<file path="src/rtl/fmx_pkg.sv">
package fmx_pkg;
   // Outcome of exponent adjustment for one multiply.
   typedef enum logic [1:0] {
      NRM_OK   = 2'd0,
      NRM_ZERO = 2'd1,
      NRM_UFL  = 2'd2,
      NRM_OFL  = 2'd3
   } nrm_class_e;
endpackage

</file>
<file path="src/rtl/fmx_unpack.sv">
module fmx_unpack #(
   parameter int EXP_W  = 8,
   parameter int FRAC_W = 7,
   localparam int WORD_W = 1 + EXP_W + FRAC_W,
   localparam int SIG_W  = FRAC_W + 1
) (
   input  logic [WORD_W-1:0] word,
   output logic              sgn,
   output logic [EXP_W-1:0]  expo,
   output logic [SIG_W-1:0]  sig,
   output logic              is_zero
);
   always_comb begin
      sgn     = word[WORD_W-1];
      expo    = word[WORD_W-2 -: EXP_W];
      // hidden one is always present; zero operands are flagged separately
      sig     = {1'b1, word[FRAC_W-1:0]};
      is_zero = (expo == '0);
   end
endmodule

</file>
<file path="src/rtl/fmx_sigmul.sv">
module fmx_sigmul #(
   parameter int SIG_W     = 8,
   parameter int MUL_STYLE = 0,
   localparam int PROD_W = 2 * SIG_W
) (
   input  logic [SIG_W-1:0]  sig_a,
   input  logic [SIG_W-1:0]  sig_b,
   output logic [PROD_W-1:0] sig_p
);
   generate
      if (MUL_STYLE == 0) begin : g_op
         assign sig_p = PROD_W'(sig_a) * PROD_W'(sig_b);
      end else begin : g_array
         logic [PROD_W-1:0] acc [SIG_W+1];
         assign acc[0] = '0;
         for (genvar i = 0; i < SIG_W; i++) begin : g_row
            logic [PROD_W-1:0] pp;
            assign pp         = sig_b[i] ? (PROD_W'(sig_a) << i) : '0;
            assign acc[i + 1] = acc[i] + pp;
         end
         assign sig_p = acc[SIG_W];
      end
   endgenerate
endmodule

</file>
<file path="src/rtl/fmx_normpack.sv">
module fmx_normpack
   import fmx_pkg::*;
#(
   parameter int EXP_W  = 8,
   parameter int FRAC_W = 7,
   localparam int WORD_W = 1 + EXP_W + FRAC_W,
   localparam int SIG_W  = FRAC_W + 1,
   localparam int PROD_W = 2 * SIG_W,
   localparam int EW     = EXP_W + 2,
   localparam int BIAS   = (1 << (EXP_W - 1)) - 1
) (
   input  logic              sgn,
   input  logic [EXP_W-1:0]  exp_a,
   input  logic [EXP_W-1:0]  exp_b,
   input  logic              any_zero,
   input  logic [PROD_W-1:0] sig_p,
   output logic [WORD_W-1:0] result,
   output nrm_class_e        cls
);
   logic              carry;
   logic [FRAC_W-1:0] frac;
   logic [EW-1:0]     e_adj;
   logic              ufl, ofl;
   logic              unused_lo;

   assign carry     = sig_p[PROD_W-1];
   assign unused_lo = ^sig_p[FRAC_W-1:0];

   always_comb begin
      frac  = carry ? sig_p[PROD_W-2 -: FRAC_W] : sig_p[PROD_W-3 -: FRAC_W];
      // two guard bits: wrap below zero sets the top bit, >= 2^EXP_W sets the next
      e_adj = EW'(exp_a) + EW'(exp_b) - EW'(BIAS) + EW'(carry);
      ufl   = e_adj[EW-1] || (e_adj == '0);
      ofl   = !e_adj[EW-1] && e_adj[EW-2];
   end

   always_comb begin
      if (any_zero) begin
         cls    = NRM_ZERO;
         result = {sgn, {(WORD_W-1){1'b0}}};
      end else if (ufl) begin
         cls    = NRM_UFL;
         result = {sgn, {(WORD_W-1){1'b0}}};
      end else if (ofl) begin
         cls    = NRM_OFL;
         result = {sgn, {EXP_W{1'b1}}, {FRAC_W{1'b0}}};
      end else begin
         cls    = NRM_OK;
         result = {sgn, e_adj[EXP_W-1:0], frac};
      end
   end
endmodule

</file>
<file path="src/rtl/trunc_fmul.sv">
module trunc_fmul
   import fmx_pkg::*;
#(
   parameter int EXP_W     = 8,
   parameter int FRAC_W    = 7,
   parameter bit OUT_REG   = 1'b1,
   parameter int MUL_STYLE = 1,
   localparam int WORD_W = 1 + EXP_W + FRAC_W,
   localparam int SIG_W  = FRAC_W + 1,
   localparam int PROD_W = 2 * SIG_W
) (
   input  logic              clk,
   input  logic              rst_n,
   input  logic [WORD_W-1:0] op_a,
   input  logic [WORD_W-1:0] op_b,
   output logic [WORD_W-1:0] prod
);
   initial begin
      assert (EXP_W >= 2 && EXP_W <= 15) else $error("EXP_W out of range");
      assert (FRAC_W >= 1 && FRAC_W <= 23) else $error("FRAC_W out of range");
      assert (MUL_STYLE == 0 || MUL_STYLE == 1) else $error("bad MUL_STYLE");
   end

   logic              sa, sb, za, zb;
   logic [EXP_W-1:0]  ea, eb;
   logic [SIG_W-1:0]  ma, mb;
   logic [PROD_W-1:0] sig_p;
   logic [WORD_W-1:0] res_c;
   nrm_class_e        cls;

   fmx_unpack #(.EXP_W(EXP_W), .FRAC_W(FRAC_W)) u_unp_a (
      .word(op_a), .sgn(sa), .expo(ea), .sig(ma), .is_zero(za));
   fmx_unpack #(.EXP_W(EXP_W), .FRAC_W(FRAC_W)) u_unp_b (
      .word(op_b), .sgn(sb), .expo(eb), .sig(mb), .is_zero(zb));

   fmx_sigmul #(.SIG_W(SIG_W), .MUL_STYLE(MUL_STYLE)) u_mul (
      .sig_a(ma), .sig_b(mb), .sig_p(sig_p));

   fmx_normpack #(.EXP_W(EXP_W), .FRAC_W(FRAC_W)) u_pack (
      .sgn(sa ^ sb), .exp_a(ea), .exp_b(eb), .any_zero(za | zb),
      .sig_p(sig_p), .result(res_c), .cls(cls));

   generate
      if (OUT_REG) begin : g_reg
         always_ff @(posedge clk or negedge rst_n) begin
            if (!rst_n) prod <= '0;
            else        prod <= res_c;
         end
      end else begin : g_comb
         assign prod = res_c;
      end
   endgenerate

   // packed sign follows the operand signs
   p_sign_r1: assert property (@(posedge clk) disable iff (!rst_n)
      res_c[WORD_W-1] == (op_a[WORD_W-1] ^ op_b[WORD_W-1]));

   // two normal significands always give a leading one in the top two bits
   p_lead_r3: assert property (@(posedge clk) disable iff (!rst_n)
      (sig_p[PROD_W-1] | sig_p[PROD_W-2]));

   // a zero-exponent operand clears the magnitude
   p_zero_r4: assert property (@(posedge clk) disable iff (!rst_n)
      (op_a[WORD_W-2 -: EXP_W] == '0 || op_b[WORD_W-2 -: EXP_W] == '0)
      |-> res_c[WORD_W-2:0] == '0);

   // an underflowing product carries no magnitude
   p_flush_r5: assert property (@(posedge clk) disable iff (!rst_n)
      (cls == NRM_UFL) |-> res_c[WORD_W-2:0] == '0);

   // saturation gives all-ones exponent and empty fraction
   p_sat_r6: assert property (@(posedge clk) disable iff (!rst_n)
      (cls == NRM_OFL) |-> res_c[WORD_W-2:0] == {{EXP_W{1'b1}}, {FRAC_W{1'b0}}});

   generate
      if (OUT_REG) begin : g_reg_chk
         // registered output lags the combinational result by one edge
         p_reg_r8: assert property (@(posedge clk) disable iff (!rst_n)
            1'b1 |=> prod == $past(res_c));
      end
   endgenerate
endmodule

</file>
<file path="config.mk">
export PLATFORM = sky130hd
export DESIGN_NAME = trunc_fmul
export DESIGN_NICKNAME = d
export VERILOG_FILES = /design/src/rtl/fmx_pkg.sv /design/src/rtl/fmx_unpack.sv /design/src/rtl/fmx_sigmul.sv /design/src/rtl/fmx_normpack.sv /design/src/rtl/trunc_fmul.sv
export SDC_FILE = /design/constraint.sdc
export NUM_CORES = 1
export LEC_CHECK = 0
export CAP_MARGIN = 20
export CORE_UTILIZATION = 41
export CTS_BUF_LIST = sky130_fd_sc_hd__clkbuf_4
export DETAILED_ROUTE_END_ITERATION = 16
export DONT_BUFFER_PORTS = 1
export GPL_ROUTABILITY_DRIVEN = 0
export HOLD_SLACK_MARGIN = 0.08
export PLACE_DENSITY = 0.54
export REMOVE_ABC_BUFFERS = 1
export SLEW_MARGIN = 0
export SYNTH_ARGS = -nofsm -noshare
export SYNTH_HDL_FRONTEND = slang
export SYNTH_SLANG_ARGS = --single-unit
</file>
<file path="constraint.sdc">
create_clock -name clk -period 0.8 [get_ports clk]
set_input_delay 0.04 -clock clk [delete_from_list [all_inputs] [get_ports clk]]
set_output_delay 0.04 -clock clk [all_outputs]
set_load 0.1 [all_outputs]
</file>
* Yosys cells after proc, flatten, opt, wreduce, memory -nomap -nowiden
Index checks and enable logic that the tools add are counted. W data, S select, Z words.
Word-level totals: bits in writable memories 0, bits in read-only memories 0, bits in registers 16, bits in latches 0, bits of input ports 34, output and inout bits 16, memories kept 0
Cells by class: reduce and logical (&&, ||, !) cells 6, div/mod/pow operators 0, $add $sub $neg 10, equal/unequal tests 0, order comparisons 0, mux-type cells 11, bitwise operators 2, shift-type cells 0, $mul 0
Operators by type and width (count):
- $add A16 B16 Y16 | 5
- $mux W15 | 3
- $add A16 B14 Y16 | 1
- $add A16 B15 Y16 | 1
- $logic_not A8 Y1 | 2
- $mux W14 | 1
- $mux W13 | 1
- $mux W12 | 1
- $mux W11 | 1
- $add A10 B1 Y10 | 1
- $logic_not A10 Y1 | 1
- $mux W10 | 1
- $sub A10 B7 Y10 const B | 1
- $add A8 B8 Y9 | 1
- $mux W9 | 1
- $mux W8 | 1
- $mux W7 | 1
- $logic_and A1 B1 Y1 | 1
- $logic_not A1 Y1 | 1
- $logic_or A1 B1 Y1 | 1
- $or A1 B1 Y1 | 1
- $xor A1 B1 Y1 | 1

* Longest topological paths before layout
word-level depth 14, mapped depth 27, depth with buffers taken out 26

* Modules after synthesis
From an unflattened synthesis, not the netlist that was laid out.
Second synthesis, totals: cells, all modules 417, area total of the unflattened synthesis 3642.2 µm²
By module, submodules not included:
- fmx_sigmul | times used 1, area each 1988.2 µm², cells each 231
- fmx_normpack | times used 1, area each 938.4 µm², cells each 126
- trunc_fmul | times used 1, area each 415.4 µm², cells each 18
- fmx_unpack | times used 2, area each 150.1 µm², cells each 21

* Worst setup path after synthesis
No wires, ideal clock.
path kind input to register, start input port op_b[4], end register prod[3], arrival 5.416 ns, slack -4.752 ns, stages on the path 25, path buffers 1, cells stage by stage inv_1 nor2_1 fa_1 fa_1 fa_1 inv_1 fa_1 inv_1 ha_1 nand2_1 nor4_2 nor2_1 o2111ai_1 a21oi_1 xnor2_2 buf_4 ha_1 inv_1 ha_1 or2_2 a211o_1 a21oi_1 a221oi_2 nor2_2 nor3_1
On the way: longest elaborated chain between the ends 11, elaborated cells on any way between the ends 14
RTL lines:
- from (decl) | RTL line trunc_fmul.sv:15 | input logic [WORD_W-1:0] op_b,
- $mux W12 * | RTL line fmx_sigmul.sv:18 | assign pp = sig_b[i] ? (PROD_W'(sig_a) << i) : '0;
- $add A16 B16 Y16 * (2 in series) | RTL line fmx_sigmul.sv:19 | assign acc[i + 1] = acc[i] + pp;
- $add A16 B14 Y16 * | RTL line fmx_sigmul.sv:19
- $add A16 B15 Y16 * | RTL line fmx_sigmul.sv:19
- parallel branches: the longest is 4 deep, another holds $add A10 B1 Y10
- $mux W15 * | RTL line fmx_normpack.sv:41 | end else if (ufl) begin
- $mux W15 * | RTL line fmx_normpack.sv:38 | if (any_zero) begin
- named net res_c[3] | RTL line trunc_fmul.sv:28 | logic [WORD_W-1:0] res_c;
- to (signal assigned) | RTL line trunc_fmul.sv:47 | else prod <= res_c;
- to (decl) | RTL line trunc_fmul.sv:16 | output logic [WORD_W-1:0] prod
Mark *: on every way through the listed nets, which the timed path passes.

* Worst setup path after layout
start input port op_a[5], end register prod[1]
On the way: longest elaborated chain between the ends 14, elaborated cells on any way between the ends 23
RTL lines:
- from (decl) | RTL line trunc_fmul.sv:14 | input logic [WORD_W-1:0] op_a,
- $mux W8 or $mux W9 (tied branches) | RTL line fmx_sigmul.sv:18
- $add A16 B16 Y16 (5 in series) | RTL line fmx_sigmul.sv:19
- $add A16 B14 Y16 | RTL line fmx_sigmul.sv:19
- $add A16 B15 Y16 * | RTL line fmx_sigmul.sv:19
- parallel branches: the longest is 4 deep, another holds $add A10 B1 Y10
- $mux W15 * | RTL line fmx_normpack.sv:41
- $mux W15 * | RTL line fmx_normpack.sv:38
- named net res_c[1] | RTL line trunc_fmul.sv:28
Marks and branches as above.

==> impl_metrics.toml <==
[worst_setup_path]
arrival_ps = 5060
start_kind = "primary input"
startpoint = "op_a[5]"
critical_path_class = "primary input to flip-flop"
end_kind = "flip-flop"
crit_fanout = 8
worst-endpoint-required_ps = 980

[synthesis]
synth_area_per_cell_um2 = 8.847
async_reset_ff_frac = 1.000
synth_top_family_by_area = "adder cells"
synth_flop_cell = "dfrtp_1"
synth_area_um2 = 3123
synth-simple-area-share = 0.2123
synthDistinctLibCells = 56
syn_inst = 353
ys_ff_latch = 16
synth_mux_area_frac = 0.009615
synth-xor-area-share = 0.04167
synth_top_area_cell = "fa_1"
synthAdderAreaFrac = 0.3878
synth_compound_area_frac = 0.1494
synth_top_area_share = 0.2436
ys_seq_area_frac = 0.1282
synth-edff-count = 0
synthTopCellsByArea = "fa_1 (24%), ha_1 (14%), dfrtp_1 (13%)"
yosys_warnings = 0

[routing]
drt_iter0_markers = 61
drc_errors = 0
drt-vias-per-instance = 4.979
dr.pass1.iters = 4
vias = 2798
drt-total-wl_mm = 7.558
ant_nets = 0
wl_per_cell_um = 13.45

[power]
pwr-share-clk = 0.031
peakVddDrop_uv = 1997
p_leak_nw = 2.228
total_power_mw = 14.59
power_density_nw_per_um2 = 3188
combPwrFrac = 0.877
p_sw_mw = 7.443
p_seq_frac = 0.093
internal_power_mw = 7.149
swShare = 0.5101

[cts]
clock-sinks = 16
clockBufferDepth = 2
numCtsBuffers = 3
cts.clk_slew.worst_paths_ps = 100
cts_hold_buffers = 3
root_buffer = "clkbuf_4"
htreeDepth = 1
cts_tree = "done"

[final_layout]
layout_commonest_cell = "buf_4"
final_cell_area_um2 = 4577
fillers = 623
mostFrequentLayoutCells = "buf_4 (85), inv_1 (51), fa_1 (34)"
multiInputGateArea_um2 = 2775
drive_gt1_frac = 0.3780
reg_top3 = "prod: 16 flops"
n_antenna_cell = 0
syn2layout_area_growth_pct = 46.55
largest_register_ffs = 16
finalCoreUtilization = 0.6277
nNetsFinal = 572
top_register = "prod"
seqCellArea_um2 = 400.4

[hold_path]
hp-class = "primary input to asynchronous set/reset pin"

[status]
violations = "negative hold slack, negative setup slack"
status = "complete, but fails checks"

[sta]
post-route-min-period_ps = 4877
tightestPinTransition_ps = 722.4
holdWs_ps = -146.1
finalMaxSlewViolations = 0
setup-tns-final_ps = -60780
finalHoldViolations = 16
min_period_over_period = 6.096
fmax_mhz = 205.0
setup_slack_ps = -4077
grt_setup_unrepaired = "true"
setup_violations = 31
slew_headroom = 0.5184

[die]
die_x_um = 89.28
die_h_um = 89.28
io-pin-count = 50
rows = 31
core_area_um2 = 7292
initial_core_util = 0.4283
dieArea_um2 = 7970

[global_route]
grt_pass1_wl_mm = 11.73
antenna_found_initial = 0
grt_max_degree = 17
track_usage = 0.1878
grt_pass1_vias = 2621
overflow = 0

[placement]
portBuffers = 0
post_dp_cell_area_um2 = 4096
hpwl_mm = 6.103

[flow_run]
drv_cap = 0
-- power by group through the flow --
stage | clock network (mW) | registers, mW | logic, mW
CTS | 0.457 | 1.36 | 11.9
global route | 0.500 | 1.37 | 13.8
detailed placement | 0 | 1.37 | 10.8
finish | 0.449 | 1.35 | 12.8
floorplan | 0 | 3.26 | 5.12
global placement | 0 | 1.37 | 10.7
-- worst max-delay path: stages --
cell and delay (ps):
and2_4 140, fa_1 570, fa_2 440, fa_1 480, inv_1 50, fa_1 510
inv_2 50, ha_4 270, nand2_4 50, nor4_4 250, nor2_4 90, o2111ai_4 210
a21oi_2 100, xnor2_2 180, ha_2 220, inv_2 40, ha_4 160, and2_4 140
nand2_2 50, a211o_1 140, a21oi_2 70, a221oi_2 370, nor2_4 140, a2111oi_4 290
-- cell families after synthesis --
kind of cell	count (synthesis)
and+or+nand+nor	130
adders and majority gates	74
buffers and inverters	58
AOI/OAI and AO/OA	58
muxes	3
xor gates and xnor gates	14
DFF	16
-- worst paths after layout --
check,depth (start not counted),slack (ps),end
setup / recovery,24,-4080,prod[1]$_DFF_PN0_
hold / removal,1,-150,prod[8]$_DFF_PN0_
max in group asynchronous,1,480,prod[15]$_DFF_PN0_
min in group clk,5,280,prod[14]$_DFF_PN0_
-- cell type report --
class,instances,area share
Multi-Input combinational cell,279,0.6063
Timing Repair Buffer,108,0.2264
Sequential cell,16,0.08748
Tap cell,99,0.02706
Inverter,56,0.04702
Clock inverter,1,0.0008201
Clock buffer,3,0.004921
-- layer usage --
metal	GRT usage	wire [um]	vias to the layer above
li1	-	-	1404
met1	0.2892	3879	1357
met2	0.2929	3490	31
met3	0.02401	156	6
met4	0.01299	32	0
met5	0	0	-
-- Yosys cell counts (7+ instances only) --
cell type	n
inv_1	56
fa_1	38
nand2_1	37
ha_1	36
nor2_1	31
and2_1	24
a21oi_1	19
dfrtp_1	16
nand3_1	7
nor3_1	7
xor2_1	7
-- timing repair --
action                     in CTS  in global routing
hold endpoints to repair       17                 16
pin swaps                      29                 31
resized for setup              39                 31
setup buffers                  11                  7
setup endpoints to repair      31                 47
-- per-stage QoR --
stage,setup slack [ps],std cells
2_1_floorplan,-4909,351
3_3_place_gp,-4576,538
3_5_place_dp,-4732,538
4_1_cts,-4092,555
5_1_grt,-4330,562
6_report,-4077,562
(Power assumes the default switching activity.)
